**config.mk**
```make
export PLATFORM = sky130hd
export DESIGN_NAME = smi_evt_ctl
export DESIGN_NICKNAME = d
export VERILOG_FILES = /design/src/rtl/smi_evt_pkg.sv /design/src/rtl/smi_sticky_flag.sv /design/src/rtl/smi_edge_det.sv /design/src/rtl/smi_req_gen.sv /design/src/rtl/smi_evt_ctl.sv
export SDC_FILE = /design/constraint.sdc
export NUM_CORES = 1
export LEC_CHECK = 0
export BUFFER_PORTS_ARGS = -buffer_cell sky130_fd_sc_hd__buf_2
export CAP_MARGIN = 5
export CELL_PAD_IN_SITES_DETAIL_PLACEMENT = 1
export CELL_PAD_IN_SITES_GLOBAL_PLACEMENT = 1
export CORE_MARGIN = 2
export CORE_UTILIZATION = 25
export CTS_BUF_LIST = sky130_fd_sc_hd__clkbuf_4 sky130_fd_sc_hd__clkbuf_8
export DETAILED_ROUTE_END_ITERATION = 10
export PLACE_DENSITY = 0.95
export REMOVE_ABC_BUFFERS = 1
export SETUP_SLACK_MARGIN = 0.15
export SLEW_MARGIN = 0
export SYNTH_ARGS = -nofsm -noshare
export SYNTH_HDL_FRONTEND = slang
export SYNTH_HIERARCHICAL = 1
export SYNTH_SLANG_ARGS = --single-unit
export TNS_END_PERCENT = 10
```
**constraint.sdc**
```tcl
create_clock -name clk -period 2.15 [get_ports clk]
set_input_delay 0.645 -clock clk [delete_from_list [all_inputs] [get_ports clk]]
set_output_delay 0.645 -clock clk [all_outputs]
set_load 0.1 [all_outputs]
```
**src/rtl/smi_evt_pkg.sv**
```systemverilog
package smi_evt_pkg;

    localparam int REG_W      = 32;
    localparam int EVT_N      = 3;
    localparam int STS_N      = 6;
    localparam int FLAG_LSB   = 29;
    localparam int SHAD_LSB   = 16;
    localparam int EVT_EN_LSB = 13;
    localparam int STS_EN_LSB = 0;

    localparam int EVT_OWN = 0;
    localparam int EVT_CMD = 1;
    localparam int EVT_BAR = 2;

    typedef struct packed {
        logic [EVT_N-1:0] evt_en;
        logic [STS_N-1:0] sts_en;
    } smi_en_t;

    function automatic smi_en_t en_from_word(input logic [REG_W-1:0] w);
        smi_en_t e;
        e.evt_en = w[EVT_EN_LSB +: EVT_N];
        e.sts_en = w[STS_EN_LSB +: STS_N];
        return e;
    endfunction

    function automatic logic [REG_W-1:0] build_read(
        input logic [EVT_N-1:0] flags,
        input logic [STS_N-1:0] shadow,
        input smi_en_t          en
    );
        logic [REG_W-1:0] r;
        r = '0;
        r[FLAG_LSB   +: EVT_N] = flags;
        r[SHAD_LSB   +: STS_N] = shadow;
        r[EVT_EN_LSB +: EVT_N] = en.evt_en;
        r[STS_EN_LSB +: STS_N] = en.sts_en;
        return r;
    endfunction

endpackage

```
**src/rtl/smi_sticky_flag.sv**
```systemverilog
module smi_sticky_flag (
    input  logic clk,
    input  logic rst,
    input  logic set_i,
    input  logic clr_i,
    output logic q_o
);
    always_ff @(posedge clk) begin
        if (rst) q_o <= 1'b0;
        else     q_o <= set_i | (q_o & ~clr_i);
    end
endmodule

```
**src/rtl/smi_edge_det.sv**
```systemverilog
module smi_edge_det #(
    parameter logic RST_LVL = 1'b0
) (
    input  logic clk,
    input  logic rst,
    input  logic level_i,
    output logic toggle_o
);
    logic level_q;

    always_ff @(posedge clk) begin
        if (rst) level_q <= RST_LVL;
        else     level_q <= level_i;
    end

    assign toggle_o = (level_i ^ level_q) & ~rst;
endmodule

```
**src/rtl/smi_req_gen.sv**
```systemverilog
module smi_req_gen
    import smi_evt_pkg::*;
(
    input  logic             clk,
    input  logic             rst,
    input  logic [EVT_N-1:0] flags_i,
    input  logic [STS_N-1:0] shadow_i,
    input  smi_en_t          en_i,
    output logic             req_o
);
    logic [EVT_N+STS_N-1:0] hit;

    always_comb begin
        hit[EVT_N-1:0]           = flags_i  & en_i.evt_en;
        hit[EVT_N+STS_N-1:EVT_N] = shadow_i & en_i.sts_en;
    end

    always_ff @(posedge clk) begin
        if (rst) req_o <= 1'b0;
        else     req_o <= |hit;
    end
endmodule

```
**src/rtl/smi_evt_ctl.sv**
```systemverilog
module smi_evt_ctl
    import smi_evt_pkg::*;
#(
    parameter logic SEM_RST_LVL = 1'b0
) (
    input  logic             clk,
    input  logic             rst,
    input  logic             wr_en,
    input  logic [REG_W-1:0] wr_data,
    output logic [REG_W-1:0] rd_data,
    input  logic             base_wr_evt,
    input  logic             cmd_wr_evt,
    input  logic             os_own_sem,
    input  logic [STS_N-1:0] usb_sts,
    output logic             smi_req
);
    logic [EVT_N-1:0] evt_set;
    logic [EVT_N-1:0] evt_clr;
    logic [EVT_N-1:0] flags;
    logic             own_toggle;
    smi_en_t          en_q;

    smi_edge_det #(.RST_LVL(SEM_RST_LVL)) u_edge (
        .clk      (clk),
        .rst      (rst),
        .level_i  (os_own_sem),
        .toggle_o (own_toggle)
    );

    always_comb begin
        evt_set          = '0;
        evt_set[EVT_BAR] = base_wr_evt;
        evt_set[EVT_CMD] = cmd_wr_evt;
        evt_set[EVT_OWN] = own_toggle;
        evt_clr          = {EVT_N{wr_en}} & wr_data[FLAG_LSB +: EVT_N];
    end

    for (genvar i = 0; i < EVT_N; i++) begin : g_flag
        smi_sticky_flag u_flag (
            .clk   (clk),
            .rst   (rst),
            .set_i (evt_set[i]),
            .clr_i (evt_clr[i]),
            .q_o   (flags[i])
        );
    end

    always_ff @(posedge clk) begin
        if (rst)        en_q <= '0;
        else if (wr_en) en_q <= en_from_word(wr_data);
    end

    smi_req_gen u_req (
        .clk      (clk),
        .rst      (rst),
        .flags_i  (flags),
        .shadow_i (usb_sts),
        .en_i     (en_q),
        .req_o    (smi_req)
    );

    assign rd_data = build_read(flags, usb_sts, en_q);
endmodule

```
Yosys cells after proc, flatten, opt, wreduce, memory -nomap -nowiden. Index checks and enable logic that the tools add are counted.

Register bits: 14. Input bits: 44. Output and inout bits: 33. Logic and storage cells: 23.

Bitwise logic cells: 15. Reductions and logical operators: 1.

Operator list (number): $reduce_or 9->1 (1); $and 3x3->3 (2); $and 6x6->6 (1); $and 1x1->1 (4); $not 1->1 (4); $or 1x1->1 (3); $xor 1x1->1 (1).

Longest topological paths before layout. Gate-level depths: netlist of run 1.

Depth in word-level cells: 4. Mapped depth: 4. Gate-level depth less buffers: 4.

Modules after synthesis. Netlist of run 1, hierarchy kept.

By module, submodules not included: smi_evt_ctl (instances 1, cells each 53, area each 495.5 µm², seq. area each 180.2 µm²); smi_sticky_flag (instances 3, cells each 4, area each 38.8 µm², seq. area each 20.0 µm²); smi_req_gen (instances 1, cells each 6, area each 67.6 µm², seq. area each 20.0 µm²); smi_edge_det (instances 1, cells each 4, area each 38.8 µm², seq. area each 20.0 µm²).

Worst setup path after synthesis of run 1. OpenSTA, ideal clock, no wires.

Path type: register to output. Start point: register g_flag[1].u_flag.q_o. End point: output rd_data[30]. Data arrival time: 958 ps. Data required time: 1505 ps. Slack: 547 ps. Stages on the path, launching flop included: 1. Path buffers: 0. Path through: dfxtp_1.

RTL lines: start, declared (line smi_sticky_flag.sv:6) `output logic q_o`; start signal, assigned (line smi_sticky_flag.sv:10) `else q_o <= set_i | (q_o & ~clr_i);`; end, declared (line smi_evt_ctl.sv:10) `output logic [REG_W-1:0] rd_data,`.

No word-level cell between the ends.

Worst setup path after layout of run 1.
Start point: input usb_sts[2]. End point: output rd_data[18].

RTL lines: start, declared (line smi_evt_ctl.sv:14) `input logic [STS_N-1:0] usb_sts,`.

No word-level cell between the ends.

==> metrics.txt, run 1 <==
Nets 157; initial antenna violation count 0; critical path endpoint category output port; Hold Crit Start g_flag[1].u_flag/q_o; status completed; gate count of the mapped netlist 75; post-route insts no fill 143; first-pass GRT wire length 2497 µm; Fin Setup TNS 0 ns; DP Area 850.8 µm²; Antenna Nets Post-Route 0; Max Cap Viol 0; worst hold stages 2; slowest library cell on the worst path buf_2; Final period util 84.13%; most numerous cell in the Yosys netlist buf_4; final instance area 887.1 µm²; Via density 4.203; Ports 77; Placed Cells 139; worst-path fanout max 2; # setup viols final 0; Post-Route WL 1648 µm; Layout area overhead 23.52%; pre-CTS setup slack 0.3390 ns; register area 280.3 µm²; # fillers 346; worst setup margin 0.3413 ns; WP buf/inv 2; CTS buffer count 3; total gr overflow 0; Yosys warning total 6; async set or reset register ratio after synthesis 0%; DR pass1 iterations 4; Initial Utilization 26.27%; Min-Delay Path Class flop to flop; ys flop type dfxtp_1; die area 3318 µm²; Syn Std Cell Area 718.2 µm²; via count 601; hold path endpoint g_flag[1].u_flag/q_o; syn_area_per_cell 9.576 µm²; GRT Total Usage 9.897%; Reg-to-Reg Start g_flag[2].u_flag/q_o; row count 19; CP cell instances buf_2 -> buf_2; RSZ-0062 raised after global routing false; number of diodes 0; FF-to-FF path depth 3; top cells by count, synth buf_4 (20), dfxtp_1 (14), nor2_1 (10); DRC 0; distinct cell type count after synthesis 18; CTS tree done; Yosys top cell by area dfxtp_1; Slew Limit Fails 0; Clock transition at path regs 0.08 ns; H-tree Lvls 1; FMAX 552.9 MHz; Die H 57.60 µm; clk sinks 14; Max Root-Sink Buffers 2; Post-CTS Resized 0; Worst setup SP type input pin; Reg2Reg Capture Point u_req/req_o; FF+latch count, synth 14; Iteration-0 DRC Markers 14; Leak 0.4821 nW; share of cells above drive strength 1 47.32%; largest net degree at the start of global routing 16; Seq/Total Area, Yosys 39.02%; Die X 57.60 µm; Placer Congestion 0.6365; VDD IR max 0.4325 mV; I/O Buffers 42; worst reg2reg setup slack 1.13 ns; crit path kind input pin to output port; max incr delay on CP 0.42 ns; dpl hpwl 1346 µm; most used cell, CP buf_2; Synth top area share 39.02%; post-layout util 32.45%; synth top area cells dfxtp_1 (39%), buf_4 (21%), mux2i_1 (13%); skew final 0.0009546 ns; CP Data Required Time 1.50 ns; Tmin final 1.809 ns; final hold viol count 0; WL/cell 11.52 µm; vias in the first global route 547; kind of cell adding the most delay to the critical path buffers and inverters; quantity of hold-fixing buffers added after cts 0; Power Dens Cells 933.6 nW/µm²; Multi-input gate area 310.3 µm²; post-CTS setup buffers 0; Arr. time, crit path 1.16 ns; core area 2734 µm²; Post-synth EDFFs 0; Worst-Skew Late Latency 0.27 ns; clock tree root driver cell clkbuf_4
## per-stage QoR
stage	total power, mW	hold WS (ns)
after global routing	0.8724	0.5577
final	0.8282	0.5251
after detailed placement	0.6543	0.5205
after floorplan	0.5488	0.5758
after global placement	0.6478	0.4944
after CTS	0.8399	0.5326
## sequential cells by signal, indices dropped and copies added, names as in the netlist
register	cells
g_flag.u_flag/q_o	3
u_edge/level_q	1
u_req/req_o	1
rd_data	9
## report_power, final
group,internal (mW),switching [mW]
sequential,0.277,0.0120
clock,0.103,0.0791
combinational,0.0515,0.306
total,0.431,0.397
## kinds of logic after synthesis
logic type,Yosys count,share of synthesized area (%)
flops,14,39.02
buf+inv,25,24.56
mux,9,12.54
xor+xnor,1,1.220
compound gates,8,10.28
simple gates,17,11.85
other cells,1,0.5221
## cell usage in the layout (no fill, tap or decap), types with 3 or more instances in the layout
cell | netlist | routed
nand2b_1 | 3 | 3
and2_2 | 3 | 3
a21oi_2 | 3 | 3
inv_1 | 3 | 3
mux2i_1 | 9 | 9
dfxtp_1 | 14 | 14
nor2_1 | 10 | 10
buf_2 | 0 | 42
conb_1 | 1 | 14
clkbuf_4 | 0 | 3
## layout make-up
type                            count  area share, %
Inverter                            3          1.269
Multi-Input combinational cell     49          34.98
Sequential cell                    14          31.59
Clock buffer                        4          4.090
Tap cell                           31          4.372
Timing Repair Buffer               42          23.70
## worst max-delay path by stage
stage	start	to	slack (ns)	cells past startpoint
floorplan	g_flag[1].u_flag/q_o	rd_data[30]	0.55	0
finish	usb_sts[2]	rd_data[18]	0.34	2
global route	usb_sts[2]	rd_data[18]	0.33	2
CTS	usb_sts[2]	rd_data[18]	0.34	2
detailed placement	usb_sts[2]	rd_data[18]	0.34	2
global placement	usb_sts[2]	rd_data[18]	0.35	2
## layer usage
| metal | share of wire [%] | vias to the layer above | GRT usage (%) |
|---|---|---|---|
| met4 | 0 | 0 | 0.9967 |
| met3 | 11 | 0 | 4.989 |
| met5 | 0 | - | 0 |
| met1 | 38 | 280 | 10.96 |
| met2 | 51 | 36 | 17.53 |
| li1 | - | 285 | - |
Power figures use the tool's default switching activity.
==> inputs of run 2 (changes only) <==
Settings changed: CORE_UTILIZATION 25 to 21, PLACE_DENSITY 0.95 to 0.89.
Clock period 2.15 ns to 1.45 ns, I/O delays scaled along.
==> run 2 against run 1 <==
  * Critical endpoint is now rd_data[3]
  * Register-to-register slack lost 0.68 ns
  * Clock power grew 20%
  * Setup slack lost 0.16 ns
  * Critical path depth shrank 1
  * First-iteration DRC count shrank 57%
  * Routed wire length grew 9.6%
  * Sequential share of layout area shrank 6.5 points
  * Utilization grew 4.0 points
  * Global-route usage shrank 0.30 points
  * Largest cell class is now non-clock buffers
  * Worst hold slack lost 0.14 ns
==> metrics.txt, run 2 (synthesis gave the netlist of run 1 again) <==
Leak 0.5650 nW (+17%); FMAX 787.7 MHz; dpl hpwl 1545 µm (+15%); max incr delay on CP 0.38 ns (-0.04 ns); clk sinks 14 (unchanged); Die H 62.48 µm (+8.5%); Pwr Total 1.301 mW (+57%); status completed; Die X 62.48 µm (+8.5%); Via density 3.772 (-10%); WL/cell 11.43 µm (-0.82%); Clock transition at path regs 0.08 ns (about the same); Final period util 87.55%; Initial Utilization 21.69% (-4.6 points); worst-path fanout max 3 (+1); Layout area overhead 68.12%; WP buf/inv 1 (-1); row count 21 (+2); DRC 0 (unchanged); max reg flops 9 (unchanged); skew final 0.002306 ns (+0.001351 ns); commonest non-fill, non-tap cell in the layout buf_2; CTS tree done; final hold viol count 0 (unchanged); clock tree root driver cell clkbuf_4; DR pass1 iterations 4 (unchanged); Worst setup SP type flop; Power Dens Cells 1077 nW/µm² (+15%); CP cell instances buf_12; quantity of hold-fixing buffers added after cts 0 (unchanged); initial antenna violation count 0 (unchanged); RSZ-0062 raised after global routing true; Nets 158 (+0.64%); post-CTS setup buffers 0 (unchanged); VDD IR max 0.3228 mV (-25%); Iteration-0 DRC Markers 6 (-8); Placer Congestion 0.6544 (+2.8%); Max Root-Sink Buffers 2 (unchanged); share of cells above drive strength 1 58.04% (+11 points); Antenna Nets Post-Route 0 (unchanged); total gr overflow 0 (unchanged); number of diodes 0 (unchanged); H-tree Lvls 1 (unchanged); Ports 77 (unchanged); GRT Total Usage 9.602% (-0.30 points); Placed Cells 155 (+12%); Worst-Skew Late Latency 0.27 ns (about the same); worst reg2reg setup slack 0.45 ns (-0.68 ns); kind of cell adding the most delay to the critical path flip-flops; CTS buffer count 3 (unchanged); crit path kind flop to output port; I/O Buffers 42 (unchanged); # setup viols final 0 (unchanged); Max Cap Viol 0 (unchanged); Post-Route WL 1806 µm (+9.6%); first-pass GRT wire length 2973 µm (+19%); most frequent cells in the layout buf_2 (23), buf_12 (19), conb_1 (14), nor2_1 (10); die area 3904 µm² (+18%); post-route insts no fill 158 (+10%); Arr. time, crit path 0.83 ns (-0.33 ns); Tmin final 1.269 ns; vias in the first global route 614 (+12%); Slew Limit Fails 0 (unchanged); via count 596 (-0.83%); critical path endpoint category output port; core area 3311 µm² (+21%); CP Data Required Time 1.02 ns (-0.48 ns); Min-Delay Path Class input pin to flop; largest net degree at the start of global routing 13 (-3); slowest library cell on the worst path dfxtp_2
run 2: report_power, final:
group	leakage, nW	internal, mW	total (mW)	switching, mW
logic	0.430	0.179	0.639	0.460
registers	0.121	0.412	0.444	0.0318
clock network	0.0138	0.0960	0.218	0.122
run 2: final cells by class:
class | count | area (µm²)
clock buffer | 3 | 22.52
tap | 46 | 57.56
inverter | 3 | 11.26
sequential | 14 | 302.8
multi-input combinational | 49 | 310.3
fill | 392 | 2103
timing repair buffer | 43 | 503.0
run 2: final timing paths:
| path | startpoint | endpoint | cells past startpoint |
|---|---|---|---|
| hold / removal | cmd_wr_evt | g_flag[1].u_flag/q_o | 3 |
| setup / recovery | rd_data[3] | rd_data[3] | 1 |
| setup reg to reg | g_flag[2].u_flag/q_o | u_req/req_o | 3 |
| hold reg to reg | g_flag[2].u_flag/q_o | g_flag[2].u_flag/q_o | 2 |
run 2: what timing repair did:
item / CTS / global route
endpoints found under the setup margin: 12 / 12
resized for setup: 1 / 14
hold endpoints to repair: 0 / 0
run 2: per-stage QoR:
step	worst slack (ns)	hold slack [ns]	TNS [ns]	cell area, µm²	util [%]
after floorplan	-0.06875	0.4974	-0.06875	601.8	-
after global placement	0.2072	0.5348	0	1162	35.11
after detailed placement	0.1953	0.5442	0	1162	35.11
after CTS	0.09147	0.3697	0	1186	35.83
after global routing	0.1359	0.3813	0	1207	36.47
final	0.1805	0.3867	0	1207	36.47
run 2: metal layers:
layer  up-vias  track usage [%]  share of wire (%)
li1        289                -                  -
met1       280            10.73                 37
met2        27            17.34                 55
met3         0            2.703                8.0
met4         0            3.333                  0
met5         -                0                  0
